**src/rtl/spi_rx_pkg.sv**
```systemverilog
package spi_rx_pkg;
  localparam int BYTE_W   = 8;
  localparam int MAX_DROP = 14;

  typedef struct packed {
    logic open;
    logic close;
  } frame_ev_t;
endpackage

```
**src/rtl/spi_rx_sync.sv**
```systemverilog
module spi_rx_sync #(
  parameter int W      = 3,
  parameter int STAGES = 2
) (
  input  logic         clk,
  input  logic         rst,
  input  logic [W-1:0] rst_val,
  input  logic [W-1:0] d,
  output logic [W-1:0] q
);
  logic [W-1:0] chain [STAGES];

  for (genvar s = 0; s < STAGES; s++) begin : g_stage
    always_ff @(posedge clk) begin
      if (rst) chain[s] <= rst_val;
      else if (s == 0) chain[s] <= d;
      else chain[s] <= chain[(s == 0) ? 0 : s-1];
    end
  end

  assign q = chain[STAGES-1];
endmodule

```
**src/rtl/spi_rx_deser.sv**
```systemverilog
module spi_rx_deser
  import spi_rx_pkg::*;
(
  input  logic              clk,
  input  logic              rst,
  input  logic              en,
  input  logic [1:0]        mode,
  input  logic              msb_first,
  input  logic              sck_s,
  input  logic              mosi_s,
  input  logic              csn_s,
  output logic              byte_vld,
  output logic [BYTE_W-1:0] byte_q,
  output frame_ev_t         ev
);
  localparam int CNT_W = $clog2(BYTE_W);

  logic              sck_d, csn_d;
  logic [CNT_W-1:0]  bitcnt;
  logic [BYTE_W-1:0] shreg, shnext;
  logic              on_rise, samp, cs_fall, cs_rise;

  assign on_rise = ~(mode[1] ^ mode[0]);
  assign samp    = en & ~csn_s & (on_rise ? (sck_s & ~sck_d) : (~sck_s & sck_d));
  assign cs_fall = en & csn_d & ~csn_s;
  assign cs_rise = en & ~csn_d & csn_s;
  assign shnext  = msb_first ? {shreg[BYTE_W-2:0], mosi_s} : {mosi_s, shreg[BYTE_W-1:1]};

  always_ff @(posedge clk) begin
    if (rst) begin
      sck_d    <= 1'b0;
      csn_d    <= 1'b1;
      bitcnt   <= '0;
      shreg    <= '0;
      byte_vld <= 1'b0;
      byte_q   <= '0;
      ev       <= '0;
    end else begin
      sck_d    <= sck_s;
      csn_d    <= csn_s;
      byte_vld <= 1'b0;
      ev.open  <= cs_fall;
      ev.close <= cs_rise;
      if (cs_fall || cs_rise) begin
        bitcnt <= '0;
      end else if (samp) begin
        shreg <= shnext;
        if (bitcnt == CNT_W'(BYTE_W-1)) begin
          bitcnt   <= '0;
          byte_vld <= 1'b1;
          byte_q   <= shnext;
        end else begin
          bitcnt <= bitcnt + 1'b1;
        end
      end
    end
  end

  AST_BITS_CLEARED: assert property (@(posedge clk) disable iff (rst)
    (cs_fall || cs_rise) |=> (bitcnt == '0));
  AST_QUIET_WHEN_OFF: assert property (@(posedge clk) disable iff (rst)
    (!en && !byte_vld) |=> !ev.open && !ev.close);
endmodule

```
**src/rtl/spi_rx_gate.sv**
```systemverilog
module spi_rx_gate
  import spi_rx_pkg::*;
(
  input  logic              clk,
  input  logic              rst,
  input  logic [3:0]        drop,
  input  logic              byte_vld,
  input  logic [BYTE_W-1:0] byte_d,
  input  frame_ev_t         ev,
  output logic              keep_vld,
  output logic [BYTE_W-1:0] keep_byte,
  output logic              close_q
);
  logic [3:0] left;

  always_ff @(posedge clk) begin
    if (rst) begin
      left      <= '0;
      keep_vld  <= 1'b0;
      keep_byte <= '0;
      close_q   <= 1'b0;
    end else begin
      close_q  <= ev.close;
      keep_vld <= byte_vld && (left == '0) && !ev.open;
      if (byte_vld) keep_byte <= byte_d;
      if (ev.open)
        left <= (drop > 4'(MAX_DROP)) ? 4'(MAX_DROP) : drop;
      else if (byte_vld && left != '0)
        left <= left - 1'b1;
    end
  end

  AST_DROP_CAP: assert property (@(posedge clk) disable iff (rst)
    left <= 4'(MAX_DROP));
  AST_NO_KEEP_WHILE_DROPPING: assert property (@(posedge clk) disable iff (rst)
    (byte_vld && left != '0) |=> !keep_vld);
endmodule

```
**src/rtl/spi_rx_packer.sv**
```systemverilog
module spi_rx_packer
  import spi_rx_pkg::*;
#(
  parameter int LANES = 4,
  localparam int WORD_W = BYTE_W * LANES,
  localparam int FILL_W = (LANES > 1) ? $clog2(LANES) : 1,
  localparam int CNT_W  = $clog2(LANES + 1)
) (
  input  logic              clk,
  input  logic              rst,
  input  logic              byte_mode,
  input  logic              keep_vld,
  input  logic [BYTE_W-1:0] keep_byte,
  input  logic              close_q,
  output logic              wr,
  output logic [WORD_W-1:0] wdata,
  output logic [CNT_W-1:0]  nbytes
);
  logic [WORD_W-1:0] acc, acc_next;
  logic [FILL_W-1:0] fill;

  always_comb begin
    acc_next = acc;
    acc_next[fill*BYTE_W +: BYTE_W] = keep_byte;
  end

  always_ff @(posedge clk) begin
    if (rst) begin
      acc    <= '0;
      fill   <= '0;
      wr     <= 1'b0;
      wdata  <= '0;
      nbytes <= '0;
    end else begin
      wr <= 1'b0;
      if (keep_vld) begin
        if (byte_mode) begin
          wr     <= 1'b1;
          wdata  <= WORD_W'(keep_byte);
          nbytes <= CNT_W'(1);
        end else if (fill == FILL_W'(LANES-1)) begin
          wr     <= 1'b1;
          wdata  <= acc_next;
          nbytes <= CNT_W'(LANES);
          acc    <= '0;
          fill   <= '0;
        end else begin
          acc  <= acc_next;
          fill <= fill + 1'b1;
        end
      end else if (close_q && fill != '0) begin
        wr     <= 1'b1;
        wdata  <= acc;
        nbytes <= CNT_W'(fill);
        acc    <= '0;
        fill   <= '0;
      end
    end
  end

  AST_NBYTES_RANGE: assert property (@(posedge clk) disable iff (rst)
    wr |-> (nbytes != '0 && nbytes <= CNT_W'(LANES)));
  AST_BYTE_MODE_SINGLE: assert property (@(posedge clk) disable iff (rst)
    (wr && byte_mode) |-> (nbytes == CNT_W'(1) && wdata[WORD_W-1:BYTE_W] == '0));
  AST_CLOSE_EMPTIES: assert property (@(posedge clk) disable iff (rst)
    (close_q && !keep_vld) |=> (fill == '0));
endmodule

```
**src/rtl/spi_rx_pack.sv**
```systemverilog
module spi_rx_pack
  import spi_rx_pkg::*;
#(
  parameter int LANES       = 4,
  parameter int SYNC_STAGES = 2
) (
  input  logic                            clk,
  input  logic                            rst,
  input  logic                            cfg_enable,
  input  logic [1:0]                      cfg_mode,
  input  logic                            cfg_msb_first,
  input  logic                            cfg_byte_mode,
  input  logic [3:0]                      cfg_drop,
  input  logic                            spi_sck,
  input  logic                            spi_mosi,
  input  logic                            spi_cs_n,
  output logic                            fifo_wr,
  output logic [BYTE_W*LANES-1:0]         fifo_wdata,
  output logic [$clog2(LANES+1)-1:0]      fifo_nbytes
);
  logic [2:0]        pins_s;
  logic              byte_vld, keep_vld, close_q;
  logic [BYTE_W-1:0] byte_q, keep_byte;
  frame_ev_t         ev;

  spi_rx_sync #(.W(3), .STAGES(SYNC_STAGES)) u_sync (
    .clk(clk), .rst(rst), .rst_val(3'b100),
    .d({spi_cs_n, spi_mosi, spi_sck}), .q(pins_s)
  );

  spi_rx_deser u_deser (
    .clk(clk), .rst(rst), .en(cfg_enable), .mode(cfg_mode),
    .msb_first(cfg_msb_first), .sck_s(pins_s[0]), .mosi_s(pins_s[1]),
    .csn_s(pins_s[2]), .byte_vld(byte_vld), .byte_q(byte_q), .ev(ev)
  );

  spi_rx_gate u_gate (
    .clk(clk), .rst(rst), .drop(cfg_drop), .byte_vld(byte_vld),
    .byte_d(byte_q), .ev(ev), .keep_vld(keep_vld),
    .keep_byte(keep_byte), .close_q(close_q)
  );

  spi_rx_packer #(.LANES(LANES)) u_pack (
    .clk(clk), .rst(rst), .byte_mode(cfg_byte_mode), .keep_vld(keep_vld),
    .keep_byte(keep_byte), .close_q(close_q), .wr(fifo_wr),
    .wdata(fifo_wdata), .nbytes(fifo_nbytes)
  );
endmodule

```
**config.mk**
```make
export PLATFORM = sky130hd
export DESIGN_NAME = spi_rx_pack
export DESIGN_NICKNAME = d
export VERILOG_FILES = /design/src/rtl/spi_rx_pkg.sv /design/src/rtl/spi_rx_sync.sv /design/src/rtl/spi_rx_deser.sv /design/src/rtl/spi_rx_gate.sv /design/src/rtl/spi_rx_packer.sv /design/src/rtl/spi_rx_pack.sv
export SDC_FILE = /design/constraint.sdc
export NUM_CORES = 1
export LEC_CHECK = 0
export ABC_AREA = 1
export BUFFER_PORTS_ARGS = -buffer_cell sky130_fd_sc_hd__clkbuf_2
export CAP_MARGIN = 20
export CORE_MARGIN = 2
export CORE_UTILIZATION = 48
export DETAILED_ROUTE_END_ITERATION = 8
export PLACE_DENSITY = 0.71
export SLEW_MARGIN = 15
export SYNTH_ARGS = -nofsm -noshare
export SYNTH_HDL_FRONTEND = slang
export SYNTH_SLANG_ARGS = --single-unit
export TNS_END_PERCENT = 100
```
**constraint.sdc**
```tcl
create_clock -name clk -period 3.4 [get_ports clk]
set_clock_uncertainty 0.1 [all_clocks]
set_input_delay 0.34 -clock clk [delete_from_list [all_inputs] [get_ports clk]]
set_output_delay 0.34 -clock clk [all_outputs]
set_load 0.05 [all_outputs]
```
==> out/results.ini, run 1 <==
[run_status]
status = complete, no violations

[drt]
vias = 5069
wl_per_cell_um = 14.2
vias_per_cell = 5.38
drc = 0
dr.pass1.iters = 5
detail-route-antenna-nets = 0
postRouteWirelength_mm = 13.4
drt_iter0_markers = 330

[timing]
maxSlewViolCount = 0
finalSetupViolations = 0
fin_crit_sh_pct = 77.8
fmax_mhz = 378
worst_slack_ns = 0.755
min_period_ns = 2.64
finalSetupTns_ns = 0
worst_pin_slew_ns = 0.623
final-hold-violation-count = 0
max_slew_margin_pct = 58.4
rsz0062_at_grt = no

[cts]
clk_pin_slew_worst_paths_ns = 0.05
tritoncts = built
cts_buffer_depth = 2
clock-root-buffer = clkbuf_8
postCtsSetupRepairBufs = 0
worstSkewPairLatency_ns = 0.53
cts_buffers = 17
cts_max_level = 4
cts_sinks = 114

[grt]
antenna_found_initial = 0
grt_pass1_vias = 4816
grt_pass1_wl_mm = 22.0
grtUsageTotal_pct = 23.9
gr-total-overflow = 0
grt_max_degree = 52

[power]
p_comb_share_pct = 2.6
p_clk_share_pct = 53.7
switchingPower_uw = 660
switching_share_pct = 21.4
internal_power_mw = 2.42
p_leak_nw = 2.51
pwr-share-seq_pct = 43.7
vdd_drop_max_uv = 342
powerDensity_nw_per_um2 = 505

[critical_path]
crit_chain = inv_1 > ha_1 > inv_2 > nand3_2 > nand2_4 > inv_4 > a21oi_1 > a21oi_1
cp-start-kind = flip-flop
required_ns = 3.72
worstPathArrival_ns = 2.96
crit_path_end_kind = flip-flop
critPathSlowestCell = dfxtp_1
critical-path-max-stage-delay_ns = 0.63
cpMostUsedCell = a21oi_1
crit_fanout = 36
critPathKind = flip-flop to flip-flop

[floorplanning]
die_h_um = 109
core-area_um2 = 10800
die_w_um = 109
start_util_pct = 49.1
die-area_um2 = 11900
placement_rows = 38
io_pins = 50

[placement]
gp_congestion = 0.889
portBuffers = 49
hpwlAfterDp_mm = 8.56
preCtsSetupSlack_ns = 0.817

[final_layout]
n_fill_cell = 1011
drive_above_1_share_pct = 12.1
final_cell_mix = nand2_1, dfxtp_1, nor2_1
layout_commonest_cell = nand2_1
num_antenna_cells = 0
fin_nets = 813
area_growth_syn_to_layout_pct = 15.1

[synth]
avgSynthCellArea_um2 = 7.01
synth_fp_nets = 779
netlist_area_um2 = 5300
synth.distinct_cells = 30
seq_area_frac_synth_pct = 43.1
syn_inst = 756
synth_seq_cells = 114
yosys_warnings = 0

[run]
cap_violations = 0

[hold_path]
hp-class = input pin to flip-flop

-- synth_stat cells (all sizes together) --
cell type | count | area (um2)
nand4 | 22 | 138
nor4 | 1 | 6.26
o21a | 2 | 15.0
or2 | 2 | 12.5
inv | 78 | 298
buf | 26 | 173
nand2 | 201 | 764
clkinv | 3 | 11.3
o21ai | 36 | 180
clkbuf | 14 | 52.6
a31oi | 18 | 113
ha | 9 | 113
o211ai | 1 | 7.51
a21oi | 72 | 360
nor2 | 78 | 340
dfxtp | 114 | 2280
xor2 | 1 | 8.76
o22ai | 24 | 150
nand3 | 54 | 275
-- cell families after synthesis --
logic type	share of synthesized area, %
buffers and inverters	10.1
AND/OR/NAND/NOR	29.0
AO/OA/AOI/OAI	15.6
XOR/XNOR	0.165
flip-flops	43.1
adder cells (fa/ha/maj)	2.12
-- metal layers --
| metal | vias up | global-route usage [%] | routed length, um |
|---|---|---|---|
| met5 | - | 0 | 0 |
| met4 | 0 | 13.6 | 389 |
| met3 | 32 | 5.50 | 777 |
| met2 | 176 | 39.1 | 6360 |
| met1 | 2316 | 28.7 | 5850 |
| li1 | 2545 | - | - |
-- worst paths after layout --
| kind | startpoint | to | slack (ns) | cells past startpoint |
|---|---|---|---|---|
| setup reg to reg | u_pack.fill[0] | u_pack.wdata[1] | 0.76 | 8 |
| setup / recovery | u_pack.fill[0] | u_pack.wdata[1] | 0.76 | 8 |
| hold / removal | cfg_enable | u_deser.ev[0] | 0.02 | 3 |
| hold reg to reg | u_sync.chain[0][2] | u_sync.chain[1][2] | 0.30 | 1 |
-- sequential cells by signal, summed over array words and instances (netlist names), 3 cells and up --
signal / cells
u_pack.wdata: 32
u_pack.acc: 32
u_deser.bitcnt: 3
u_gate.keep_byte: 8
u_sync.chain: 6
u_deser.shreg: 8
u_gate.left: 4
u_deser.byte_q: 8
u_pack.nbytes: 3
-- stage by stage --
stage	power, mW	utilization (%)	hold slack, ns	instances	cell area, um2
after floorplan	1.43	-	0.288	756	5300
after global placement	1.45	51.1	0.294	908	5520
after detailed placement	1.45	51.1	0.299	908	5520
after CTS	3.10	56.5	0.00532	943	6100
after global routing	3.17	56.5	0.0527	943	6100
final	3.08	56.5	0.0228	943	6100
-- worst max-delay path, delay by kind of cell, from the launching register on --
family | cells | cell delay, ns
buffers and inverters | 3 | 0.68
DFF | 1 | 0.63
and+or+nand+nor | 2 | 0.54
AOI/OAI and AO/OA | 2 | 0.28
adders and majority gates | 1 | 0.27
-- power by group through the flow --
stage | Combinational [mW] | Clock [mW] | Sequential, mW
floorplan | 0.0534 | 0 | 1.37
detailed placement | 0.0772 | 0 | 1.37
CTS | 0.0805 | 1.68 | 1.35
global route | 0.0911 | 1.74 | 1.35
global placement | 0.0740 | 0 | 1.37
finish | 0.0805 | 1.65 | 1.35
-- layout make-up --
class	count	area (um2)	area share (%)
Clock buffer	21	439	7.20
Clock inverter	11	113	1.85
Inverter	81	309	5.07
Multi-Input combinational cell	521	2480	40.7
Sequential cell	114	2280	37.4
Tap cell	140	175	2.87
Timing Repair Buffer	55	298	4.88
-- repair_timing --
| action | 4_1_cts | 5_1_grt |
|---|---|---|
| gates resized for setup | 0 | 0 |
| hold buffers | 3 | 0 |
| endpoints found under the hold margin | 3 | 0 |
No activity file was read; power rests on OpenSTA's default activity.
==> run 2: changes to the inputs <==
--- a/config.mk
+++ b/config.mk
@@ -11,7 +11,7 @@
 export CORE_MARGIN = 2
 export CORE_UTILIZATION = 48
 export DETAILED_ROUTE_END_ITERATION = 8
-export PLACE_DENSITY = 0.71
+export PLACE_DENSITY = 0.73
 export SLEW_MARGIN = 15
 export SYNTH_ARGS = -nofsm -noshare
 export SYNTH_HDL_FRONTEND = slang
==> constraint.sdc (replaced) <==
create_clock -name clk -period 2.1 [get_ports clk]
set_clock_uncertainty 0.1 [all_clocks]
set_input_delay 0.21 -clock clk [delete_from_list [all_inputs] [get_ports clk]]
set_output_delay 0.21 -clock clk [all_outputs]
set_load 0.05 [all_outputs]
==> out/results.ini, run 2 (synthesized netlist as in run 1, its figures left out) <==
[critical_path]
crit_chain = inv_1 > ha_1 > nand2_1 > o22ai_1 > nand2_1 > a21oi_1  ; was inv_1 > ha_1 > inv_2 > nand3_2 > nand2_4 > inv_4 > a21oi_1 > a21oi_1
crit_path_end_kind = flip-flop  ; unchanged
cpMostUsedCell = nand2_1  ; was a21oi_1
critPathSlowestCell = dfxtp_1  ; unchanged
crit_fanout = 8  ; was 36
critPathKind = flip-flop to flip-flop  ; unchanged
required_ns = 2.47  ; was 3.72 ns
critical-path-max-stage-delay_ns = 0.44  ; was 0.63 ns
worstPathArrival_ns = 2.31  ; was 2.96 ns
cp-start-kind = flip-flop  ; unchanged
reg2reg_depth = 6  ; was 8

[timing]
finalSetupViolations = 0  ; unchanged
max_slew_margin_pct = 69.4  ; was 58.4%
whs_ns = 0.0275  ; was 0.0228 ns
fmax_mhz = 515  ; was 378 MHz
min_period_ns = 1.94  ; was 2.64 ns
worst_pin_slew_ns = 0.458  ; was 0.623 ns
maxSlewViolCount = 0  ; unchanged
fin_crit_sh_pct = 92.4  ; was 77.8%
final-hold-violation-count = 0  ; unchanged

[grt]
grt_max_degree = 47  ; was 52
gr-total-overflow = 0  ; unchanged
grt_pass1_wl_mm = 21.6  ; was 22.0 mm
grtUsageTotal_pct = 23.4  ; was 23.9%
grt_pass1_vias = 4697  ; was 4816
antenna_found_initial = 0  ; unchanged

[drt]
dr.pass1.iters = 6  ; was 5
drt_iter0_markers = 334  ; was 330
wl_per_cell_um = 13.8  ; was 14.2 um
vias = 5188  ; was 5069
postRouteWirelength_mm = 13.3  ; was 13.4 mm
detail-route-antenna-nets = 0  ; unchanged
vias_per_cell = 5.39  ; was 5.38
drc = 0  ; unchanged

[final_layout]
num_antenna_cells = 0  ; unchanged
finalNonFillerCells = 962  ; was 943
multi_input_area_um2 = 2490  ; was 2480 um2
ff_latch_area_um2 = 2280  ; unchanged
drive_above_1_share_pct = 14.0  ; was 12.1%
n_fill_cell = 1008  ; was 1011
final_cell_mix = nand2_1, dfxtp_1, nor2_1  ; unchanged
area_growth_syn_to_layout_pct = 19.0  ; was 15.1%
fin_nets = 832  ; was 813
top_regs = u_pack.acc (32), u_pack.wdata (32)  ; unchanged
layout_commonest_cell = nand2_1  ; unchanged
fin_util_pct = 58.5  ; was 56.5%

[floorplanning]
core-area_um2 = 10800  ; unchanged
die-area_um2 = 11900  ; unchanged
die_w_um = 109  ; unchanged
placement_rows = 38  ; unchanged
die_h_um = 109  ; unchanged
start_util_pct = 49.1  ; unchanged
io_pins = 50  ; unchanged

[run]
cap_violations = 0  ; unchanged

[power]
p_leak_nw = 2.61  ; was 2.51 nW
powerDensity_nw_per_um2 = 806  ; was 505 nW/um2
vdd_drop_max_uv = 488  ; was 342 uV
finalPower_mw = 5.08  ; was 3.08 mW

[cts]
cts_max_level = 4  ; unchanged
postCtsSetupRepairBufs = 0  ; unchanged
tritoncts = built  ; unchanged
worstSkewPairLatency_ns = 0.54  ; was 0.53 ns
cts_buffer_depth = 2  ; unchanged
clk_pin_slew_worst_paths_ns = 0.06  ; was 0.05 ns
cts_sinks = 114  ; unchanged
cts_buffers = 17  ; unchanged
clock-root-buffer = clkbuf_8  ; unchanged

[run_status]
status = complete, no violations  ; unchanged

[placement]
hpwlAfterDp_mm = 8.75  ; was 8.56 mm
placed_cells = 921  ; was 908
gp_congestion = 0.891  ; was 0.889
portBuffers = 49  ; unchanged

[hold_path]
min_path_cells = 4  ; was 3
hp-class = input pin to flip-flop  ; unchanged

-- run 2: cell types whose count changed in the layout (fill, tap and decap cells not counted), sizes merged --
cell	change
buf	+13
clkbuf	-4
inv	+1
clkinvlp	+1
dlygate4sd3	+6
clkinv	+2
-- run 2: repair_timing --
action,in CTS,in global routing
hold buffers,9,0
resized for setup,0,3
setup endpoints to repair,0,18
endpoints found under the hold margin,9,0
-- run 2: final timing paths --
kind                                         start            endpoint  slack, ns
worst max-delay path                u_pack.fill[0]    u_pack.wdata[11]       0.16
worst min-delay path                 cfg_byte_mode      u_pack.fill[1]       0.03
worst max register to register      u_pack.fill[0]    u_pack.wdata[11]       0.16
worst min register to register  u_sync.chain[0][0]  u_sync.chain[1][0]       0.30
-- run 2: per-stage QoR --
stage	setup TNS [ns]	area [um2]	worst slack, ns
after floorplan	0	5300	0.390
after global placement	0	5630	0.254
after detailed placement	0	5630	0.149
after CTS	0	6290	0.116
after global routing	-0.0581	6310	-0.0252
final	0	6310	0.159
-- run 2: routing by layer --
layer / wire (um) / vias up / GRT usage, %
met5: 0 / - / 0
met1: 5960 / 2394 / 29.1
met2: 6310 / 179 / 37.3
li1: - / 2593 / -
met3: 803 / 22 / 6.93
met4: 242 / 0 / 10.5
-- run 2: final cells by class --
class	instances	area share, %
clock buffer	17	6.56
timing repair buffer	74	7.48
sequential	114	36.2
multi-input combinational	521	39.5
inverter	81	4.90
tap	140	2.78
clock inverter	15	2.56
-- run 2: critical path: cells and delay by family, from the launching register on --
family                   cells  cell delay, ns
adder cells (fa/ha/maj)      1            0.40
AO/OA/AOI/OAI                2            0.41
AND/OR/NAND/NOR              2            0.36
buffers and inverters        1            0.16
flip-flops                   1            0.44
-- run 2: report_power, final --
group	switching [mW]	leakage, nW	internal [mW]
logic	0.0896	1.42	0.0484
clock network	1.07	0.270	1.69
registers	0.00496	0.920	2.17
total	1.17	2.61	3.91
==> run 3: changes to the inputs <==
--- a/config.mk
+++ b/config.mk
@@ -11,7 +11,7 @@
 export CORE_MARGIN = 2
 export CORE_UTILIZATION = 48
 export DETAILED_ROUTE_END_ITERATION = 8
-export PLACE_DENSITY = 0.73
+export PLACE_DENSITY = 0.71
 export SLEW_MARGIN = 15
 export SYNTH_ARGS = -nofsm -noshare
 export SYNTH_HDL_FRONTEND = slang
==> constraint.sdc (replaced) <==
create_clock -name clk -period 2.5 [get_ports clk]
set_clock_uncertainty 0.1 [all_clocks]
set_input_delay 0.25 -clock clk [delete_from_list [all_inputs] [get_ports clk]]
set_output_delay 0.25 -clock clk [all_outputs]
set_load 0.05 [all_outputs]
==> out/results.ini, run 3 (synthesized netlist as in run 1, its figures left out) <==
[run_status]
status = complete, no violations  ; unchanged

[grt]
grt_pass1_wl_mm = 22.2  ; was 21.6 mm
grtUsageTotal_pct = 24.0  ; was 23.4%
antenna_found_initial = 0  ; unchanged
grt.met2_usage_pct = 38.7  ; was 37.3%
grt_max_degree = 70  ; was 47
gr-total-overflow = 0  ; unchanged
use_met3_pct = 7.47  ; was 6.93%
gr-usage-met1_pct = 29.1  ; about the same
grt_pass1_vias = 4826  ; was 4697
grt_busiest_layer = met2  ; unchanged

[final_layout]
final_cell_mix = nand2_1, dfxtp_1, nor2_1  ; unchanged
design_area_um2 = 6150  ; was 6310 um2
num_antenna_cells = 0  ; unchanged
drive_above_1_share_pct = 12.6  ; was 14.0%
multi_input_area_um2 = 2480  ; was 2490 um2
top_regs = u_pack.acc (32), u_pack.wdata (32)  ; unchanged
area_growth_syn_to_layout_pct = 16.1  ; was 19.0%
fin_nets = 824  ; was 832
n_fill_cell = 987  ; was 1008
fin_util_pct = 57.0  ; was 58.5%
layout_commonest_cell = nand2_1  ; unchanged
ff_latch_area_um2 = 2280  ; unchanged

[drt]
detail-route-antenna-nets = 0  ; unchanged
drt_iter0_markers = 348  ; was 334
postRouteWirelength_mm = 13.4  ; was 13.3 mm
wl_per_cell_um = 14.1  ; was 13.8 um
drc = 0  ; unchanged
vias = 5180  ; was 5188
dr.pass1.iters = 6  ; unchanged
vias_per_cell = 5.45  ; was 5.39

[hold_path]
whs_endpoint = u_gate.left[1]  ; was u_pack.fill[1]
hp-class = input pin to flip-flop  ; unchanged
hp-start = cfg_drop[1]  ; was cfg_byte_mode
min_path_cells = 5  ; was 4

[critical_path]
cpMostUsedCell = nand2_1  ; unchanged
cp-start-kind = flip-flop  ; unchanged
crit_fanout = 8  ; unchanged
reg2reg_depth = 7  ; was 6
required_ns = 2.77  ; was 2.47 ns
rrSetupSlack_ns = 0.38  ; was 0.16 ns
crit_path_end_kind = flip-flop  ; unchanged
worst-path-buf-inv = 2  ; was 1
worst-path-stages = 7  ; was 6
r2r_end = u_pack.acc[27]  ; was u_pack.wdata[11]
critPathKind = flip-flop to flip-flop  ; unchanged
critPathSlowestCell = dfxtp_1  ; unchanged
reg2reg_from = u_pack.fill[1]  ; was u_pack.fill[0]
worstPathArrival_ns = 2.39  ; was 2.31 ns
critical-path-top-delay-family = flip-flops  ; unchanged
crit_chain = inv_1 > ha_1 > clkinv_1 > nand2_1 > o22ai_1 > nand2_1 > a21oi_1  ; was inv_1 > ha_1 > nand2_1 > o22ai_1 > nand2_1 > a21oi_1
critical-path-max-stage-delay_ns = 0.45  ; was 0.44 ns

[floorplanning]
die_w_um = 109  ; unchanged
die_h_um = 109  ; unchanged
die-area_um2 = 11900  ; unchanged
io_pins = 50  ; unchanged
placement_rows = 38  ; unchanged
core-area_um2 = 10800  ; unchanged
start_util_pct = 49.1  ; unchanged

[timing]
rsz0062_at_grt = no
worst_pin_slew_ns = 0.767  ; was 0.458 ns
finalSetupViolations = 0  ; unchanged
max_slew_margin_pct = 48.8  ; was 69.4%
min_period_ns = 2.12  ; was 1.94 ns
fin_crit_sh_pct = 85.0  ; was 92.4%
final-hold-violation-count = 0  ; unchanged
maxSlewViolCount = 0  ; unchanged
finalSetupTns_ns = 0  ; unchanged
fmax_mhz = 471  ; was 515 MHz

[cts]
tritoncts = built  ; unchanged
cts_max_level = 4  ; unchanged
worstSkewPairLatency_ns = 0.52  ; was 0.54 ns
clk_pin_slew_worst_paths_ns = 0.05  ; was 0.06 ns
cts_resized = 0  ; unchanged
cts_sinks = 114  ; unchanged
cts_buffer_depth = 2  ; unchanged
cts_buffers = 17  ; unchanged
clock-root-buffer = clkbuf_8  ; unchanged

[power]
p_clk_share_pct = 51.4  ; was 54.4%
p_comb_share_pct = 2.9  ; was 2.7%
pwr-share-seq_pct = 45.6  ; was 42.9%
finalPower_mw = 4.01  ; was 5.08 mW
internal_power_mw = 3.15  ; was 3.91 mW
p_leak_nw = 2.56  ; was 2.61 nW
switchingPower_uw = 857  ; was 1.17 mW
switching_share_pct = 21.4  ; was 23.0%
powerDensity_nw_per_um2 = 652  ; was 806 nW/um2
vdd_drop_max_uv = 458  ; was 488 uV

[placement]
gp_congestion = 0.911  ; was 0.891
portBuffers = 49  ; unchanged
hpwlAfterDp_mm = 8.69  ; was 8.75 mm
dpl-instance-area_um2 = 5560  ; was 5630 um2

[run]
cap_violations = 0  ; unchanged

==> run 3: changes by cell type in the layout (fill, tap and decap cells not counted), moves of 2 or more <==
cell / delta
bufinv_16: -2
clkinvlp_4: -4
clkbuf_8: +4
clkinv_4: -6
clkinv_2: +5
buf_4: -5
==> run 3: how the worst max path moves through the flow <==
stage / to / from / slack (ns)
floorplan: u_pack.wdata[27] / u_pack.fill[0] / 0.79
global placement: u_pack.acc[29] / u_pack.fill[1] / 0.62
detailed placement: u_pack.acc[31] / u_pack.fill[1] / 0.49
CTS: u_pack.acc[27] / u_pack.fill[1] / 0.47
global route: u_pack.acc[27] / u_pack.fill[1] / 0.22
finish: u_pack.acc[27] / u_pack.fill[1] / 0.38
==> run 3: area by class of cell <==
cell class              instances  share of cell area (%)
multi-input cells             521                    40.4
clock buffers                  22                    7.69
repair buffers                 66                    6.39
clock inverters                 7                   0.570
well taps                     140                    2.85
flip-flops and latches        114                    37.1
inverters                      81                    5.02
==> run 3: metrics by stage <==
step | setup slack (ns) | std cells | hold slack [ns]
4_1_cts | 0.473 | 951 | 0.00105
6_report | 0.376 | 951 | 0.0124
3_3_place_gp | 0.622 | 914 | 0.298
5_1_grt | 0.220 | 951 | 0.0645
3_5_place_dp | 0.494 | 914 | 0.293
2_1_floorplan | 0.790 | 756 | 0.254
==> run 3: repair_timing <==
item                                    4_1_cts  5_1_grt
buffers inserted                              0        0
endpoints found under the setup margin        0        0
endpoints found under the hold margin         8        0
hold buffers                                  8        0
==> run 3: metal layers <==
metal | wire (um) | vias to the layer above | share of wire [%]
met4 | 367 | 0 | 2.7
met1 | 6010 | 2403 | 45
met5 | 0 | - | 0
met2 | 6340 | 169 | 47
li1 | - | 2573 | -
met3 | 721 | 35 | 5.4
==> run 3: power groups by stage <==
| stage | logic (mW) | registers, mW | clock network (mW) |
|---|---|---|---|
| after floorplan | 0.0727 | 1.87 | 0 |
| after global placement | 0.103 | 1.87 | 0 |
| after detailed placement | 0.107 | 1.87 | 0 |
| after CTS | 0.117 | 1.83 | 2.10 |
| after global routing | 0.133 | 1.83 | 2.19 |
| final | 0.118 | 1.83 | 2.06 |
==> run 3: tightest hold or removal path, cell delays in order <==
cell	delay (ns)
clkbuf_2	0.09
nand2_1	0.05
o21ai_0	0.07
nand2_1	0.07
a21oi_1	0.06
